--- src/rtl/bcc_pkg.sv ---
// Package bcc_pkg
// Shared types for the bus cycle controller: the clock-state encoding of
// one bus cycle, plus a helper that marks the states with strobes active.
package bcc_pkg;

    typedef enum logic [2:0] {
        PH_IDLE = 3'd0,
        PH_T1   = 3'd1,
        PH_T2   = 3'd2,
        PH_T3   = 3'd3,
        PH_T4   = 3'd4
    } bus_phase_t;

    // True in the two states where strobes and data enable are asserted.
    function automatic logic strobe_phase(input bus_phase_t p);
        return (p == PH_T2) || (p == PH_T3);
    endfunction

endpackage

--- src/rtl/bcc_lane_map.sv ---
// Module bcc_lane_map
// Works out byte-lane selection for an incoming request. It gives the
// high-byte enable level, flags a word at an odd address, and places write
// data on the lanes (a byte is copied onto every lane).
// Assumes: DW is a multiple of 8; address bit 0 selects the lane of a byte.
module bcc_lane_map #(
    parameter int DW = 16
) (
    input  logic          word,
    input  logic          a0,
    input  logic [DW-1:0] wdata,
    output logic          misalign,
    output logic          bhe_n,
    output logic [DW-1:0] wlane
);
    localparam int LANES = DW / 8;

    // Lane selection: word -> both lanes; byte -> the lane picked by a0.
    always_comb begin
        misalign = word & a0;
        bhe_n    = ~(word | a0);
    end

    // Lane data: a word passes through, a byte is copied onto each lane.
    for (genvar g = 0; g < LANES; g++) begin : g_lane
        assign wlane[g*8 +: 8] = word ? wdata[g*8 +: 8] : wdata[7:0];
    end

endmodule

--- src/rtl/bcc_phase_seq.sv ---
// Module bcc_phase_seq
// Steps through the clock states of a bus cycle (T1..T4). It takes a
// request in idle or T4, refuses misaligned requests with a one-cycle
// error, and flags done in T4.
// Assumes: req_misalign is valid whenever req_valid is high.
module bcc_phase_seq
    import bcc_pkg::*;
(
    input  logic       clk,
    input  logic       rst_n,
    input  logic       req_valid,
    input  logic       req_misalign,
    output bus_phase_t phase,
    output logic       accept,
    output logic       ready,
    output logic       done,
    output logic       err
);
    bus_phase_t phase_nx;
    logic       reject;

    // Handshake decode: ready in idle or T4, split into take or refuse.
    always_comb begin
        ready  = (phase == PH_IDLE) || (phase == PH_T4);
        accept = ready && req_valid && !req_misalign;
        reject = ready && req_valid && req_misalign;
        done   = (phase == PH_T4);
    end

    // Next-state: a fixed T1..T4 walk; T4 loops to T1 on a new request.
    always_comb begin
        case (phase)
            PH_IDLE: phase_nx = accept ? PH_T1 : PH_IDLE;
            PH_T1:   phase_nx = PH_T2;
            PH_T2:   phase_nx = PH_T3;
            PH_T3:   phase_nx = PH_T4;
            PH_T4:   phase_nx = accept ? PH_T1 : PH_IDLE;
            default: phase_nx = PH_IDLE;
        endcase
    end

    // State and error registers.
    always_ff @(posedge clk) begin
        if (!rst_n) begin
            phase <= PH_IDLE;
            err   <= 1'b0;
        end else begin
            phase <= phase_nx;
            err   <= reject;
        end
    end

    // a refusal leaves the block idle, so no cycle runs with err.
    p_err_idle_r4: assert property (@(posedge clk) disable iff (!rst_n)
        err |-> (phase == PH_IDLE));

    // done lasts a single cycle.
    p_done_single_r10: assert property (@(posedge clk) disable iff (!rst_n)
        done |=> !done);

    // once past T1 a cycle cannot be restarted by a new request.
    p_no_restart_r11: assert property (@(posedge clk) disable iff (!rst_n)
        (phase == PH_T2) |=> (phase == PH_T3));

endmodule

--- src/rtl/bcc_pin_drv.sv ---
// Module bcc_pin_drv
// Drives the bus pins from the current clock state and the stored request.
// It also captures and aligns read data at the end of T3.
// Assumes: the request fields stay unchanged from T1 through T4.
module bcc_pin_drv
    import bcc_pkg::*;
#(
    parameter int AW = 20,
    parameter int DW = 16
) (
    input  logic          clk,
    input  logic          rst_n,
    input  bus_phase_t    phase,
    input  logic          q_wr,
    input  logic          q_word,
    input  logic          q_mem,
    input  logic [1:0]    q_seg,
    input  logic [AW-1:0] q_addr,
    input  logic          q_bhe_n,
    input  logic [DW-1:0] q_wlane,
    input  logic [DW-1:0] ad_i,
    output logic [DW-1:0] ad_o,
    output logic          ad_oe,
    output logic [AW-DW-1:0] as_o,
    output logic          ale,
    output logic          bhe_n,
    output logic          rd_n,
    output logic          wr_n,
    output logic          m_io,
    output logic          den_n,
    output logic          dt_r,
    output logic [DW-1:0] rdata
);
    localparam int AHI = AW - DW;

    logic          in_cycle;
    logic          strobe;
    logic [AHI-1:0] status;
    logic [DW-1:0] rd_val;

    // Control strobe decode from the clock state.
    always_comb begin
        in_cycle = (phase != PH_IDLE);
        strobe   = strobe_phase(phase);
        ale      = (phase == PH_T1);
        rd_n     = !(strobe && !q_wr);
        wr_n     = !(strobe && q_wr);
        den_n    = !strobe;
        dt_r     = in_cycle && q_wr;
        m_io     = in_cycle && q_mem;
    end

    // Shared bus: address in T1, write data in T2/T3, released otherwise.
    always_comb begin
        status = {{(AHI-2){1'b0}}, q_seg};
        ad_oe  = ale || (strobe && q_wr);
        if (ale)
            ad_o = q_addr[DW-1:0];
        else if (strobe && q_wr)
            ad_o = q_wlane;
        else
            ad_o = '0;
        if (ale)
            as_o = q_addr[AW-1:DW];
        else if (in_cycle)
            as_o = status;
        else
            as_o = '0;
        bhe_n = ale ? q_bhe_n : 1'b1;
    end

    // Read alignment: a word passes through, a byte moves to bits 7..0.
    always_comb begin
        if (q_word)
            rd_val = ad_i;
        else if (q_addr[0])
            rd_val = {{(DW-8){1'b0}}, ad_i[DW-1 -: 8]};
        else
            rd_val = {{(DW-8){1'b0}}, ad_i[7:0]};
    end

    // Read capture at the clock edge that ends T3.
    always_ff @(posedge clk) begin
        if (!rst_n)
            rdata <= '0;
        else if (phase == PH_T3 && !q_wr)
            rdata <= rd_val;
    end

    // the address phase always drives the shared bus.
    p_ale_drives_r1: assert property (@(posedge clk) disable iff (!rst_n)
        ale |-> ad_oe);

    // the latch strobe never lasts two clocks.
    p_ale_single_r1: assert property (@(posedge clk) disable iff (!rst_n)
        ale |=> !ale);

    // S7 is high whenever data is enabled.
    p_s7_high_r2: assert property (@(posedge clk) disable iff (!rst_n)
        !den_n |-> bhe_n);

    // the "no lane" code never shows up in an address phase.
    p_lane_legal_r3: assert property (@(posedge clk) disable iff (!rst_n)
        ale |-> !(bhe_n && ad_o[0]));

    // read and write strobes are never active together.
    p_strobe_excl_r5: assert property (@(posedge clk) disable iff (!rst_n)
        !(!rd_n && !wr_n));

    // direction holds steady while data enable stays asserted.
    p_dir_stable_r6: assert property (@(posedge clk) disable iff (!rst_n)
        (!den_n && !$past(den_n)) |-> (dt_r == $past(dt_r)));

endmodule

--- src/rtl/mux_bus_cycle_ctrl.sv ---
// Module mux_bus_cycle_ctrl
// Top of the bus cycle controller. It stores an accepted request for the
// length of its bus cycle and ties together lane mapping, state stepping
// and pin driving.
// Assumes: AW > DW + 1 so that the upper lines can hold the status bits.
module mux_bus_cycle_ctrl
    import bcc_pkg::*;
#(
    parameter int AW = 20,
    parameter int DW = 16
) (
    input  logic          clk,
    input  logic          rst_n,
    input  logic          req_valid,
    input  logic          req_write,
    input  logic          req_word,
    input  logic          req_mem,
    input  logic [1:0]    req_seg,
    input  logic [AW-1:0] req_addr,
    input  logic [DW-1:0] req_wdata,
    output logic          ready,
    output logic          done,
    output logic          err,
    output logic [DW-1:0] rdata,
    output logic [DW-1:0] ad_o,
    output logic          ad_oe,
    input  logic [DW-1:0] ad_i,
    output logic [AW-DW-1:0] as_o,
    output logic          ale,
    output logic          bhe_n,
    output logic          rd_n,
    output logic          wr_n,
    output logic          m_io,
    output logic          den_n,
    output logic          dt_r
);
    bus_phase_t    phase;
    logic          accept;
    logic          misalign;
    logic          lane_bhe_n;
    logic [DW-1:0] lane_data;

    logic          q_wr, q_word, q_mem, q_bhe_n;
    logic [1:0]    q_seg;
    logic [AW-1:0] q_addr;
    logic [DW-1:0] q_wlane;

    bcc_lane_map #(.DW(DW)) u_lane (
        .word     (req_word),
        .a0       (req_addr[0]),
        .wdata    (req_wdata),
        .misalign (misalign),
        .bhe_n    (lane_bhe_n),
        .wlane    (lane_data)
    );

    bcc_phase_seq u_seq (
        .clk          (clk),
        .rst_n        (rst_n),
        .req_valid    (req_valid),
        .req_misalign (misalign),
        .phase        (phase),
        .accept       (accept),
        .ready        (ready),
        .done         (done),
        .err          (err)
    );

    // Request store: loaded on accept, held for the whole bus cycle.
    always_ff @(posedge clk) begin
        if (!rst_n) begin
            q_wr    <= 1'b0;
            q_word  <= 1'b0;
            q_mem   <= 1'b0;
            q_bhe_n <= 1'b1;
            q_seg   <= '0;
            q_addr  <= '0;
            q_wlane <= '0;
        end else if (accept) begin
            q_wr    <= req_write;
            q_word  <= req_word;
            q_mem   <= req_mem;
            q_bhe_n <= lane_bhe_n;
            q_seg   <= req_seg;
            q_addr  <= req_addr;
            q_wlane <= lane_data;
        end
    end

    bcc_pin_drv #(.AW(AW), .DW(DW)) u_pins (
        .clk     (clk),
        .rst_n   (rst_n),
        .phase   (phase),
        .q_wr    (q_wr),
        .q_word  (q_word),
        .q_mem   (q_mem),
        .q_seg   (q_seg),
        .q_addr  (q_addr),
        .q_bhe_n (q_bhe_n),
        .q_wlane (q_wlane),
        .ad_i    (ad_i),
        .ad_o    (ad_o),
        .ad_oe   (ad_oe),
        .as_o    (as_o),
        .ale     (ale),
        .bhe_n   (bhe_n),
        .rd_n    (rd_n),
        .wr_n    (wr_n),
        .m_io    (m_io),
        .den_n   (den_n),
        .dt_r    (dt_r),
        .rdata   (rdata)
    );

    // the space select holds steady for a running cycle once set.
    p_mio_stable_r7: assert property (@(posedge clk) disable iff (!rst_n)
        (!ale && !ready) |-> (m_io == $past(m_io)));

endmodule

--- config.mk ---
export PLATFORM = sky130hd
export DESIGN_NAME = mux_bus_cycle_ctrl
export DESIGN_NICKNAME = d
export VERILOG_FILES = /design/src/rtl/bcc_pkg.sv /design/src/rtl/bcc_lane_map.sv /design/src/rtl/bcc_phase_seq.sv /design/src/rtl/bcc_pin_drv.sv /design/src/rtl/mux_bus_cycle_ctrl.sv
export SDC_FILE = /design/constraint.sdc
export NUM_CORES = 1
export LEC_CHECK = 0
export BUFFER_PORTS_ARGS = -buffer_cell sky130_fd_sc_hd__clkbuf_2
export CAP_MARGIN = 20
export CORE_UTILIZATION = 45
export CTS_CLUSTER_DIAMETER = 100
export DETAILED_ROUTE_END_ITERATION = 10
export HOLD_SLACK_MARGIN = 0.05
export PLACE_DENSITY = 0.84
export SLEW_MARGIN = 15
export SYNTH_ARGS = -nofsm -noshare
export SYNTH_HDL_FRONTEND = slang
export SYNTH_HIERARCHICAL = 1
export SYNTH_SLANG_ARGS = --single-unit
--- constraint.sdc ---
create_clock -name clk -period 2.05 [get_ports clk]
set_clock_uncertainty 0.15 [all_clocks]
set_input_delay 0.1025 -clock clk [delete_from_list [all_inputs] [get_ports clk]]
set_output_delay 0.1025 -clock clk [all_outputs]
set_load 0.02 [all_outputs]
Word-level counts from Yosys, hierarchy flattened
Index checks and enable logic that the tools add are counted.
{"block": "word_totals", "register_bits": 62, "latch_bits": 0, "ramBits": 0, "mem_bits_ro": 0, "input_bits": 60, "memories": 0}
{"block": "classes", "addsub": 0, "multipliers": 0, "div": 0, "magnitude_cmp": 0, "eq_ne": 4, "n_shift": 0, "muxes": 10, "bitwise": 3, "n_reduce_logical": 19}
{"op": "16-bit 2-to-1 mux", "count": 3}
{"op": "8-bit 2-to-1 mux", "count": 2}
{"op": "3-bit case mux with 4 select lines", "count": 1}
{"op": "1-bit logical AND", "count": 8}
{"op": "3-bit by 2-bit == test with 1-bit output, second input constant", "count": 2}
{"op": "1-bit zero test", "count": 5}
{"op": "4-bit 2-to-1 mux", "count": 1}
{"op": "3-bit by 1-bit == test with 1-bit output, second input constant", "count": 1}
{"op": "3-bit == test, second input constant", "count": 1}
{"op": "3-bit zero test", "count": 1}
{"op": "1-bit logical OR", "count": 3}
{"op": "3-bit nonzero test", "count": 1}
{"op": "1-bit 2-to-1 mux", "count": 2}
{"op": "2-bit 2-to-1 mux", "count": 1}
{"op": "2-bit OR reduction", "count": 1}
{"op": "1-bit AND", "count": 1}
{"op": "1-bit NOT", "count": 1}
{"op": "1-bit OR", "count": 1}

Longest topological paths before layout
Gate-level depths: netlist of run 1.
{"block": "depth", "depth_word": 6, "mapped_depth": 7, "depth_no_buf": 4}

Hierarchy
Netlist of run 1, hierarchy kept.
{"module": "mux_bus_cycle_ctrl", "n_inst": 1, "cells_per_inst": 135, "area_per_inst_um2": 1627.8, "seq_area_each_um2": 840.8}
{"module": "bcc_pin_drv", "n_inst": 1, "cells_per_inst": 123, "area_per_inst_um2": 964.7, "seq_area_each_um2": 320.3}
{"module": "bcc_lane_map", "n_inst": 1, "cells_per_inst": 19, "area_per_inst_um2": 202.7, "seq_area_each_um2": 0.0}
{"module": "bcc_phase_seq", "n_inst": 1, "cells_per_inst": 15, "area_per_inst_um2": 161.4, "seq_area_each_um2": 80.1}

Worst setup path after synthesis of run 1
OpenSTA, ideal clock, no wires.
{"block": "synth_path", "path_kind": "register -> register", "start": "register u_seq.phase[1]", "end": "register q_bhe_n", "setup_ns": 0.124, "arrival_time_ns": 1.309, "path_slack_ns": 0.467, "stages_incl_launch_ff": 6, "path_buffers": 2, "path_cell_list": "dfxtp_1 > nor4b_1 > buf_6 > buf_12 > mux2i_1 > nand2_1"}
{"block": "synth_via", "elab_chain_len": 4, "word_cells_on_any_way": 5, "cone_classes": "eq/ne (1); reduce/logical (4)"}
{"element": "start, declared", "line": "bcc_phase_seq.sv:13", "text": "output bus_phase_t phase,"}
{"element": "start signal, assigned", "line": "bcc_phase_seq.sv:48", "text": "phase <= phase_nx;"}
{"element": "3-bit == test or 3-bit zero test (tied branches)", "line": "bcc_phase_seq.sv:24", "text": "ready = (phase == PH_IDLE) || (phase == PH_T4);"}
{"element": "1-bit logical OR (*)", "line": "bcc_phase_seq.sv:24"}
{"element": "1-bit logical AND (*) (2 in series)", "line": "bcc_phase_seq.sv:25", "text": "accept = ready && req_valid && !req_misalign;"}
{"element": "net accept", "line": "mux_bus_cycle_ctrl.sv:38", "text": "logic accept;"}
{"element": "end signal, assigned", "line": "mux_bus_cycle_ctrl.sv:83", "text": "q_bhe_n <= lane_bhe_n;"}
{"element": "end, declared", "line": "mux_bus_cycle_ctrl.sv:43", "text": "logic q_wr, q_word, q_mem, q_bhe_n;"}
Mark *: on every way through the listed nets, which the timed path passes. The rest lies on a longest branch.
A chain may end at the register's enable or synchronous reset.

Final worst setup path of run 1
{"block": "layout_path", "start": "register u_seq.phase[0]", "end": "register u_pins.rdata[7]"}
{"block": "layout_via", "elab_chain_len": 2}
{"element": "3-bit by 2-bit == test with 1-bit output", "line": "bcc_pin_drv.sv:86", "text": "else if (phase == PH_T3 && !q_wr)"}
{"element": "1-bit logical AND", "line": "bcc_pin_drv.sv:86"}
{"element": "end signal, assigned", "line": "bcc_pin_drv.sv:87", "text": "rdata <= rd_val;"}
{"element": "end, declared", "line": "bcc_pin_drv.sv:32", "text": "output logic [DW-1:0] rdata"}
No other way between the ends.

==> results of run 1 <==
## cell type report
type / instances / share of cell area, %
Timing Repair Buffer: 181 / 29.5
Inverter: 2 / 0.174
Multi-Input combinational cell: 200 / 34.3
Tap cell: 77 / 2.23
Clock buffer: 10 / 2.95
Clock inverter: 6 / 2.00
Sequential cell: 62 / 28.9
## cells by family after synthesis
kind of cell	after synthesis	synth area share [%]
AND/OR/NAND/NOR	98	19.2
flip-flops	62	42.0
XOR/XNOR	1	0.296
AO/OA/AOI/OAI	50	11.2
buffers and inverters	31	9.01
multiplexers	50	18.3
## per-layer routing
layer | share of wire [%] | vias to the layer above | global-route usage (%)
li1 | - | 1334 | -
met1 | 42 | 1219 | 29.0
met2 | 49 | 114 | 40.5
met3 | 5.0 | 28 | 4.37
met4 | 3.4 | 0 | 13.0
met5 | 0 | - | 0
## cells in the final DEF, fill, tap and decap left out, types with 2 or more instances in the layout
cell / instances
clkbuf_2: 106
dlygate4sd3_1: 64
dfxtp_1: 59
nor2b_1: 43
mux2i_1: 42
nand2_1: 20
a22o_1: 16
a21oi_1: 14
nand3_1: 10
clkbuf_8: 9
o21ai_0: 9
buf_4: 8
mux2_4: 8
nand2b_1: 5
a21boi_0: 5
and2_1: 3
a21boi_1: 3
bufinv_16: 2
clkinv_2: 2
buf_6: 2
dfxtp_2: 2
nor2_1: 2
nor2b_2: 2
inv_1: 2
and3_1: 2
## worst min-delay path: cells and delay by family
| family | cells | cell delay [ns] |
|---|---|---|
| buffers and inverters | 1 | 0.10 |
| AND/OR/NAND/NOR | 2 | 0.36 |
## registers in the layout, summed over array words and instances, names as in the netlist, 2 cells and up
signal	cells
q_wlane	16
q_addr	20
u_pins/rdata	16
u_seq/phase	3
q_seg	2
## metrics by stage
step,std cells,util [%],power (mW),hold WS (ns),worst slack (ns)
6_report,538,68.1,3.17,0.109,0.0842
5_1_grt,538,68.1,3.32,0.113,0.0170
4_1_cts,534,67.1,3.17,0.0942,0.0280
3_5_place_dp,454,53.6,1.92,0.190,0.277
3_3_place_gp,454,53.6,1.90,0.180,0.340
2_1_floorplan,292,-,1.80,0.0807,0.467
## path summary, 6_finish.rpt
path         slack (ns)          endpoint  cells past startpoint
min reg2reg        0.30  u_pins/rdata[15]                      2
max reg2reg        0.08   u_pins/rdata[7]                      5
max                0.08   u_pins/rdata[7]                      5
min                0.11         u_seq/err                      3
## timing repair
action | CTS | global route
setup buffers | 0 | 3
gates resized for setup | 2 | 9
hold endpoints to repair | 59 | 0
hold buffers | 64 | 0
cloned | 0 | 1
endpoints found under the setup margin | 18 | 25
## report_power, final
group / internal [mW] / leakage [nW] / total (mW) / switching, mW
sequential: 1.29 / 0.508 / 1.36 / 0.0660
clock: 0.683 / 0.106 / 1.15 / 0.472
combinational: 0.344 / 1.34 / 0.664 / 0.320
total: 2.32 / 1.96 / 3.17 / 0.858
==> run summary, run 1 <==
status - completed
setup tns final - 0 ns
Netlist Area Pre-Place - 2960 um^2
design area - 4320 um^2
Clock H-tree levels - 3
Layout area overhead - 46.2%
Tcrit/Tclk final - 95.9%
CP Launch Point - u_seq/phase[0]
Nets - 516
CTS tree - built
ANT nets after route - 0
Netlist cell types - 35
register area share after synthesis - 42.0%
commonest cells in the netlist - dfxtp_1 (62), nor2b_1 (45), mux2i_1 (42)
GRT Residual Overflow - 0
top cell family by delay on the critical path - buffers and inverters
Buf/Inv on CP - 2
Net Count, Synth - 352
RSZ-0062 raised after global routing - false
Seq. cell area - 1250 um^2
Vias/cell - 5.01
global-route wire length before repair - 13200 um
routed vias - 2695
filler instances - 458
DIE WIDTH - 83.1 um
largest net degree at the start of global routing - 41
# clock sinks - 62
Total Wirelength - 8300 um
DPL Wire Length - 4720 um
Worst EP required - 2.17 ns
Max Slew Vio Count - 0
vias in the first global route - 2696
worst min path class - input pin to flip-flop
Area contributors post-synth - dfxtp_1 (42%), mux2i_1 (14%), nor2b_1 (9.5%)
post-synth top area share - 42.0%
Main synth FF type - dfxtp_1
initial antenna violation count - 0
biggest area consumer among synthesized cells - dfxtp_1
DR pass1 iterations - 5
worst-path cell chain - buf_6 > and4bb_4 > o21ai_1 > a31oi_1 > dlygate4sd3_1
Critical Path AT - 2.08 ns
Root Driver - clkbuf_8
Post-route DRC - 0
drt wl/cell - 15.4 um
CP peak stage delay - 0.61 ns
RR Startpoint - u_seq/phase[0]
clock latency on the worst-skew pair - 0.32 ns
Yosys reg bits - 62
# Max-Cap Violations - 0
leakage - 1.96 nW
clock transition at the registers of the reported paths - 0.08 ns
critical path class - flip-flop to flip-flop
share of flip-flops with an asynchronous set or reset - 0%
area of the multi-input gates - 1480 um^2
GPL Wtd Cong - 0.815
Post-DP Area - 3400 um^2
crit end category - flip-flop
crit start category - flip-flop
Die Y-Extent - 83.1 um
Worst Path Max Fanout - 13
cts bufs inserted - 9
fmax - 509 MHz
count leader, synth - dfxtp_1
starting density of the core - 46.6%
DIE AREA - 6900 um^2
Final min period - 1.97 ns
PwrDens - 735 nW/um^2
Worst VDD drop - 0.000519 V
fraction of layout cells with a size suffix above 1 - 32.8%
I/O pins - 107
Synth Warn # - 6
Slew headroom - 56.9%
Final Hold Fails - 0
DRT iter0 DRCs - 139
core area - 6350 um^2
slew at the pin closest to its max-slew limit - 0.646 ns
Inserted Diodes - 0
clk buf depth - 2
Port-buffer cells - 106
Crit-path slowest cell - dlygate4sd3_1
# rows - 29
Mapped Cells - 292
Post-synth EDFFs - 0
endpoints failing setup - 0
post-synthesis average cell area - 10.1 um^2
all-layer global routing usage - 24.0%
hold wc startpoint - req_word
Note: power is estimated with default switching activity, not from simulation.
==> run 2: changes to the inputs <==
--- a/config.mk
+++ b/config.mk
@@ -7,6 +7,7 @@
 export LEC_CHECK = 0
 export BUFFER_PORTS_ARGS = -buffer_cell sky130_fd_sc_hd__clkbuf_2
 export CAP_MARGIN = 20
+export CORE_MARGIN = 2
 export CORE_UTILIZATION = 45
 export CTS_CLUSTER_DIAMETER = 100
 export DETAILED_ROUTE_END_ITERATION = 10
==> run 2 against run 1 <==
Count of clock-buffer cells in the layout is the same. Setup slack lost 0.039 ns. Clock power grew 4%. Non-clock buffer count shrank 1. Global-route usage shrank 0.91 points. Total power grew 1.3%. Routed wire length grew 1.9%. Highest routed layer unchanged. First-iteration DRC count grew 4.3%. Cell count shrank 0.37%. Combinational power grew 0.6%.
==> run summary, run 2 (same netlist as run 1, synthesis figures left out) <==
Vias/cell - 5.17
endpoints failing setup - 0
PwrDens - 749 nW/um^2
# rows - 29
DRT iter0 DRCs - 145
Clock H-tree levels - 3
Die Y-Extent - 85.1 um
Total Wirelength - 8450 um
Worst EP required - 2.11 ns
starting density of the core - 46.6%
cts bufs inserted - 9
slew at the pin closest to its max-slew limit - 0.546 ns
# Max-Cap Violations - 0
Slew headroom - 63.6%
RR Endpoint - u_pins/rdata[0]
final core occ - 67.6%
DPL Wire Length - 4980 um
Worst VDD drop - 0.000363 V
r2r worst-path depth - 5
Worst Hold Slack - 0.0625 ns
all-layer global routing usage - 23.1%
hold wc startpoint - req_wdata[11]
GPL Wtd Cong - 0.801
Reg with most FFs - q_addr
Setup WS pre-CTS - 0.315 ns
# clock sinks - 62
crit end category - flip-flop
Psw - 0.872 mW
routed vias - 2769
filler instances - 478
Top Registers - q_addr (20), q_wlane (16), u_pins/rdata (16)
DIE AREA - 7230 um^2
Post-DP Area - 3410 um^2
hold depth - 4
critical path class - input pin to flip-flop
commonest non-fill, non-tap cell in the layout - clkbuf_2
I/O pins - 107
cell count after placement - 455
register share of total power - 41.9%
initial antenna violation count - 0
RR Startpoint - u_seq/phase[1]
CTS tree - built
Finished Layout Cells - 536
Logic pwr share - 20.8%
clock latency on the worst-skew pair - 0.32 ns
Worst Slack Setup Final - 0.0453 ns
Nets - 514
Tcrit/Tclk final - 97.8%
DIE WIDTH - 85.1 um
Root Driver - clkbuf_8
clk buf depth - 2
Layout area overhead - 45.2%
drt wl/cell - 15.8 um
clock transition at the registers of the reported paths - 0.07 ns
Port-buffer cells - 106
status - completed
design area - 4290 um^2
clock share of power - 37.3%
Inserted Diodes - 0
flop-to-flop setup slack - 0.06 ns
GRT Residual Overflow - 0
worst min path class - input pin to flip-flop
max reg flops - 20
fraction of layout cells with a size suffix above 1 - 32.5%
setup tns final - 0 ns
vias in the first global route - 2673
internal power - 2.34 mW
Post-route DRC - 0
Final Hold Fails - 0
leakage - 1.95 nW
crit start category - input pin
DR pass1 iterations - 4
hold endpoint - q_wlane[11]
Switching Share - 27.1%
global-route wire length before repair - 13200 um
Critical Path AT - 2.06 ns
core area - 6350 um^2
Final min period - 2.00 ns
ANT nets after route - 0
largest net degree at the start of global routing - 40
fmax - 499 MHz
Worst Path Max Fanout - 39
Max Slew Vio Count - 0
Pwr Total - 3.22 mW
commonest non-fill, non-tap cells in the layout - clkbuf_2 (106), dlygate4sd3_1 (62), dfxtp_1 (60), nor2b_1 (44), mux2i_1 (42)
## run 2: metal layers
metal	global-route usage (%)	vias up	wire length (um)
met5	0	-	0
met3	4.86	27	468
met1	27.6	1308	3480
li1	-	1330	-
met2	39.4	104	4250
met4	11.3	0	255
## run 2: cell type report
| class | instances | area (um^2) | area share (%) |
|---|---|---|---|
| multi-input combinational | 199 | 1460 | 34.1 |
| sequential | 62 | 1240 | 29.0 |
| tap | 77 | 96.3 | 2.24 |
| clock inverter | 6 | 85.1 | 1.98 |
| clock buffer | 10 | 138 | 3.21 |
| timing repair buffer | 180 | 1260 | 29.3 |
| inverter | 2 | 7.51 | 0.175 |
## run 2: how the worst max path moves through the flow
stage,startpoint,end
2_1_floorplan,u_seq/phase[1],q_bhe_n
3_3_place_gp,u_seq/phase[1],q_bhe_n
3_5_place_dp,u_seq/phase[1],q_wlane[11]
4_1_cts,u_seq/phase[1],u_pins/rdata[6]
5_1_grt,u_seq/phase[1],u_pins/rdata[1]
6_report,req_addr[0],q_addr[6]
## run 2: critical path, stage by stage
cell,delay (ns)
dlygate4sd3_1,0.53
clkbuf_2,0.13
and2_2,0.21
nor4b_2,0.38
buf_12,0.32
mux2i_1,0.28
nor2b_1,0.08
## run 2: power by group through the flow
| stage | Combinational [mW] | Clock, mW | Sequential [mW] |
|---|---|---|---|
| after global routing | 0.718 | 1.26 | 1.36 |
| final | 0.668 | 1.20 | 1.35 |
| after global placement | 0.541 | 0 | 1.37 |
| after floorplan | 0.432 | 0 | 1.37 |
| after detailed placement | 0.552 | 0 | 1.37 |
| after CTS | 0.646 | 1.20 | 1.34 |
## run 2: timing repair
action                                  4_1_cts  5_1_grt
endpoints found under the setup margin        1       24
hold buffers                                 62        0
hold endpoints to repair                     57        0
buffers inserted                              0        3
gates resized for setup                       1        5
